<file path="config.mk">
export PLATFORM = sky130hd
export DESIGN_NAME = spi_crc_frontend
export DESIGN_NICKNAME = d
export VERILOG_FILES = /design/src/rtl/spi_crc_pkg.sv /design/src/rtl/spi_in_sync.sv /design/src/rtl/spi_crc8_acc.sv /design/src/rtl/spi_readback_tx.sv /design/src/rtl/spi_crc_frontend.sv
export SDC_FILE = /design/constraint.sdc
export NUM_CORES = 1
export LEC_CHECK = 0
export BUFFER_PORTS_ARGS = -buffer_cell sky130_fd_sc_hd__buf_4
export CORE_MARGIN = 5
export CORE_UTILIZATION = 50
export CTS_CLUSTER_DIAMETER = 100
export CTS_CLUSTER_SIZE = 8
export DETAILED_ROUTE_END_ITERATION = 10
export HOLD_SLACK_MARGIN = 0.08
export PLACE_DENSITY = 0.7
export SYNTH_ARGS = -nofsm -noshare
export SYNTH_HDL_FRONTEND = slang
export SYNTH_SLANG_ARGS = --single-unit
</file>
<file path="constraint.sdc">
create_clock -name clk -period 5.2 [get_ports clk]
set_input_delay 0.26 -clock clk [delete_from_list [all_inputs] [get_ports clk]]
set_output_delay 0.26 -clock clk [all_outputs]
set_load 0.005 [all_outputs]
</file>
<file path="src/rtl/spi_crc_pkg.sv">
package spi_crc_pkg;
  localparam int PAYLOAD_W = 24;
  localparam int CRC_W     = 8;
  localparam int FRAME_W   = PAYLOAD_W + CRC_W;
  localparam logic [CRC_W-1:0] CRC_POLY = 8'h07;

  // One serial step of the remainder division, MSB first.
  function automatic logic [CRC_W-1:0] crc_step(input logic [CRC_W-1:0] c, input logic b);
    logic fb;
    fb = c[CRC_W-1] ^ b;
    return {c[CRC_W-2:0], 1'b0} ^ (fb ? CRC_POLY : '0);
  endfunction

  function automatic logic [CRC_W-1:0] crc_of_word(input logic [PAYLOAD_W-1:0] d);
    logic [CRC_W-1:0] c;
    c = '0;
    for (int i = PAYLOAD_W - 1; i >= 0; i--) c = crc_step(c, d[i]);
    return c;
  endfunction
endpackage

</file>
<file path="src/rtl/spi_in_sync.sv">
module spi_in_sync #(
  parameter int STAGES = 2
) (
  input  logic clk,
  input  logic rst_n,
  input  logic sclk,
  input  logic cs_n,
  input  logic mosi,
  output logic sclk_rise,
  output logic sclk_fall,
  output logic cs_begin,
  output logic cs_end,
  output logic cs_act,
  output logic mosi_s
);
  // bit 0 sclk, bit 1 cs_n, bit 2 mosi; index STAGES holds the previous value
  localparam logic [2:0] IDLE = 3'b010;
  logic [STAGES:0][2:0] pipe;

  always_ff @(posedge clk or negedge rst_n) begin
    if (!rst_n) begin
      for (int i = 0; i <= STAGES; i++) pipe[i] <= IDLE;
    end else begin
      pipe[0] <= {mosi, cs_n, sclk};
      for (int i = 1; i <= STAGES; i++) pipe[i] <= pipe[i-1];
    end
  end

  assign sclk_rise = pipe[STAGES-1][0] & ~pipe[STAGES][0];
  assign sclk_fall = ~pipe[STAGES-1][0] & pipe[STAGES][0];
  assign cs_begin  = ~pipe[STAGES-1][1] & pipe[STAGES][1];
  assign cs_end    = pipe[STAGES-1][1] & ~pipe[STAGES][1];
  assign cs_act    = ~pipe[STAGES-1][1];
  assign mosi_s    = pipe[STAGES-1][2];
endmodule

</file>
<file path="src/rtl/spi_crc8_acc.sv">
module spi_crc8_acc
  import spi_crc_pkg::*;
(
  input  logic             clk,
  input  logic             rst_n,
  input  logic             clr,
  input  logic             en,
  input  logic             din,
  output logic [CRC_W-1:0] rem
);
  always_ff @(posedge clk or negedge rst_n) begin
    if (!rst_n)   rem <= '0;
    else if (clr) rem <= '0;
    else if (en)  rem <= crc_step(rem, din);
  end
endmodule

</file>
<file path="src/rtl/spi_readback_tx.sv">
module spi_readback_tx
  import spi_crc_pkg::*;
(
  input  logic                 clk,
  input  logic                 rst_n,
  input  logic                 load,
  input  logic [PAYLOAD_W-1:0] word,
  input  logic                 with_crc,
  input  logic                 shift,
  output logic                 sdo
);
  logic [FRAME_W-1:0] tx_sh;

  always_ff @(posedge clk or negedge rst_n) begin
    if (!rst_n)     tx_sh <= '0;
    else if (load)  tx_sh <= {word, with_crc ? crc_of_word(word) : {CRC_W{1'b0}}};
    else if (shift) tx_sh <= {tx_sh[FRAME_W-2:0], 1'b0};
  end

  assign sdo = tx_sh[FRAME_W-1];
endmodule

</file>
<file path="src/rtl/spi_crc_frontend.sv">
module spi_crc_frontend
  import spi_crc_pkg::*;
#(
  parameter int SYNC_STAGES = 2
) (
  input  logic                 clk,
  input  logic                 rst_n,
  input  logic                 sclk,
  input  logic                 cs_n,
  input  logic                 mosi,
  output logic                 miso,
  input  logic                 crc_en,
  input  logic                 sw_clear,
  input  logic                 pwr_dn,
  output logic                 wr_valid,
  input  logic                 wr_ready,
  output logic [PAYLOAD_W-1:0] wr_data,
  input  logic                 rd_valid,
  output logic                 rd_ready,
  input  logic [PAYLOAD_W-1:0] rd_data,
  output logic                 crc_fault,
  output logic                 alarm_n
);
  localparam int CNT_MAX = FRAME_W + 1;
  localparam int CNT_W   = $clog2(CNT_MAX + 1);

  logic sclk_rise, sclk_fall, cs_begin, cs_end, cs_act, mosi_s;
  logic [FRAME_W-1:0] rx_sh;
  logic [CNT_W-1:0]   bit_cnt;
  logic [CRC_W-1:0]   rem;
  logic               len_ok, crc_bad, frame_ok;
  logic [PAYLOAD_W-1:0] payload;

  spi_in_sync #(.STAGES(SYNC_STAGES)) u_sync (
    .clk(clk), .rst_n(rst_n), .sclk(sclk), .cs_n(cs_n), .mosi(mosi),
    .sclk_rise(sclk_rise), .sclk_fall(sclk_fall), .cs_begin(cs_begin),
    .cs_end(cs_end), .cs_act(cs_act), .mosi_s(mosi_s)
  );

  // Receive shifter and saturating bit counter
  always_ff @(posedge clk or negedge rst_n) begin
    if (!rst_n) begin
      rx_sh   <= '0;
      bit_cnt <= '0;
    end else if (cs_begin) begin
      rx_sh   <= '0;
      bit_cnt <= '0;
    end else if (cs_act && sclk_rise) begin
      rx_sh <= {rx_sh[FRAME_W-2:0], mosi_s};
      if (bit_cnt != CNT_W'(CNT_MAX)) bit_cnt <= bit_cnt + 1'b1;
    end
  end

  spi_crc8_acc u_crc (
    .clk(clk), .rst_n(rst_n), .clr(cs_begin),
    .en(cs_act && sclk_rise), .din(mosi_s), .rem(rem)
  );

  assign len_ok   = bit_cnt == (crc_en ? CNT_W'(FRAME_W) : CNT_W'(PAYLOAD_W));
  assign crc_bad  = crc_en && len_ok && (rem != '0);
  assign frame_ok = len_ok && !crc_bad;
  assign payload  = crc_en ? rx_sh[FRAME_W-1:CRC_W] : rx_sh[PAYLOAD_W-1:0];

  // Write stream: a held word blocks newer frames
  always_ff @(posedge clk or negedge rst_n) begin
    if (!rst_n) begin
      wr_valid <= 1'b0;
      wr_data  <= '0;
    end else if (!wr_valid) begin
      if (cs_end && frame_ok) begin
        wr_valid <= 1'b1;
        wr_data  <= payload;
      end
    end else if (wr_ready) begin
      wr_valid <= 1'b0;
    end
  end

  // Sticky fault, clear sources win
  always_ff @(posedge clk or negedge rst_n) begin
    if (!rst_n)                             crc_fault <= 1'b0;
    else if (sw_clear || pwr_dn || !crc_en) crc_fault <= 1'b0;
    else if (cs_end && crc_bad)             crc_fault <= 1'b1;
  end

  assign alarm_n  = ~crc_fault;
  assign rd_ready = ~cs_act;

  spi_readback_tx u_tx (
    .clk(clk), .rst_n(rst_n), .load(rd_valid && rd_ready), .word(rd_data),
    .with_crc(crc_en), .shift(cs_act && sclk_fall), .sdo(miso)
  );
endmodule

</file>
==> impl_metrics.toml <==
[clock_network]
cts_tree = "yes"
clock_sinks = 112
cts_buffers = 9
cts_root_buffer = "clkbuf_8"
cts_resized = 0
clockBufferDepth = 2
clk_pin_slew_ns = 0.11
cts_setup_buffers = 0
h-tree-depth = 3
clock_latency_ns = 0.39

[logic_synthesis]
syn_area_um2 = 5401
avgSynthCellArea_um2 = 12.68
synth_nets = 463
yosys.area.top_type = "dfrtp_1"
yosys_warnings = 0
dominantRegCellSynth = "dfrtp_1"
synthArstFlopShare_pct = 100.0
synth-seq-cells = 112
yosys.cell_types.count = 41
synth_area_leaders = "dfrtp_1, mux2_2, a22o_1"
syn_inst = 426
synth-edff-count = 0
yosysSeqAreaShare_pct = 51.96
synth_top_area_share_pct = 50.50

[die]
fp.dieH_um = 113.9
num_io_pins = 63
coreArea_um2 = 10700
fp-row-count = 38
initial_utilization_pct = 50.49
die_area_um2 = 12980
die_w_um = 113.9

[detailed_routing]
wl_um = 10630
routedWlPerCell_um = 16.88
vias = 3422
route.detailed.drc = 0
viasPerCell = 5.432
antenna_left = 0
detail_route.iter0.violations = 163
first_pass_iters = 4

[placement]
dp_slack_ns = 2.820
place.port_buffers = 62
dp.final_hpwl_um = 7259
gp_congestion = 0.8235

[final_layout]
area_growth_pct = 16.03
layout_commonest_cell = "dfrtp_1"
antenna_cells = 0
final-seq-area_um2 = 2806
n_fill_cell = 892
multi_input_area_um2 = 2502
drive_gt1_share_pct = 29.80
fin_util_pct = 58.58
final_cell_mix = "dfrtp_1, buf_4, mux2_2"
num-nets-final = 522

[worst_hold_path]
hold_path.class = "primary input to register"
hp-start = "pwr_dn"

[timing]
setup_slack_ns = 2.847
hold_viol_final = 0
final.setup_skew_ns = 0.01536
rsz0062_at_grt = "false"
setup_viol_count_final = 0
period_minus_slack_ns = 2.353
hold_slack_ns = 0.1099
timing.final.crit_share_pct = 45.26
slew_headroom_pct = 23.94
drv_slew = 0
fin_tns_setup_ns = 0
max_freq_mhz = 424.9
tightest_slew_ns = 1.138

[worst_setup_path]
crit_type = "register to register"
critPathSlowestCell = "a21boi_4"
critPathArrivalTime_ns = 2.57
endpoint_kind = "register"
crit_required_ns = 5.42
crit_start = "u_sync.pipe[4]"
start_kind = "register"
crit_chain = "nand2_1 > buf_4 > a21boi_4 > o21ai_0"
cpPeakStageDelay_ns = 0.97
regToRegStartpoint = "u_sync.pipe[4]"
cp_max_fo = 56

[pwr]
power.density_nw_per_um2 = 304.0
p_leak_nw = 3.182
max-vdd-ir-drop_mv = 0.1896
total_power_mw = 1.905

[grt]
antenna_found_initial = 0
grt_usage_pct = 17.77
first_global_vias = 3533
grt_max_degree = 61
grt_overflow_total = 0
grt_first_pass_wirelength_um = 18180

[run_status]
status = "completed"

[flow_run]
drv_cap = 0
==> flip-flops by register name (all words and copies together), names as in the netlist <==
name           flops
crc_fault          1
u_sync.pipe        7
bit_cnt            6
u_crc.rem          8
wr_valid           1
wr_data           24
u_sync.mosi_s      1
rx_sh             32
u_tx.tx_sh        32
==> power breakdown <==
group	internal (mW)	total, mW	switching (mW)
Clock	0.192	0.525	0.333
Sequential	0.941	0.983	0.0414
Combinational	0.226	0.398	0.172
==> layout make-up <==
cell class                 count  share of cell area, %
inverter                       6                 0.3594
multi-input combinational    284                  39.93
clock inverter                 7                  1.338
sequential                   112                  44.78
timing repair buffer          72                  8.824
clock buffer                   9                  1.976
tap                          140                  2.795
==> worst max-delay path, delay by kind of cell, from the launching register on <==
family / cells / cell delay [ns]
compound gates: 2 / 1.21
simple gates: 1 / 0.09
flops: 1 / 0.46
buf+inv: 1 / 0.41
==> what timing repair did <==
action,in CTS,in global routing
hold endpoints to repair,60,0
endpoints found under the setup margin,0,0
hold buffers,5,0
==> path summary, 6_finish.rpt <==
check / to / slack, ns / cells past startpoint
min in group asynchronous: bit_cnt[4] / 0.48 / 2
hold / removal: crc_fault / 0.11 / 4
setup / recovery: u_tx.tx_sh[17] / 2.85 / 4
max in group asynchronous: rx_sh[23] / 3.58 / 3
hold reg to reg: u_sync.pipe[3] / 0.36 / 0
setup reg to reg: u_tx.tx_sh[17] / 2.85 / 4
==> per-stage QoR <==
step                      cell area [um2]  cells
after detailed placement             6010    609
after global placement               6010    609
final                                6267    630
after floorplan                      5401    426
after global routing                 6267    630
after CTS                            6267    630
==> metal layers <==
metal / track usage [%] / share of wire (%) / vias up
met5: 0 / 0 / -
met4: 5.780 / 1.7 / 0
met3: 5.093 / 4.7 / 17
met2: 26.74 / 47 / 79
met1: 25.02 / 46 / 1689
li1: - / - / 1637
==> cells by family after synthesis <==
kind of cell	Yosys count	synth area share, %
AO/OA/AOI/OAI	91	11.91
XOR/XNOR	51	13.44
adder cells (fa/ha/maj)	3	0.6950
buffers and inverters	30	2.154
flip-flops	112	51.96
multiplexers	72	14.45
AND/OR/NAND/NOR	67	5.397
==> cells in the mapped netlist (all sizes together), types with 4 or more instances <==
master,number
buf,5
xnor3,14
a21oi,5
xnor2,21
dfrtp,109
nand2,33
mux2,48
inv,6
mux2i,24
xor2,13
o21ai,33
nor2,16
clkbuf,19
nand3,4
a22o,40
Power figures use the tool's default switching activity.
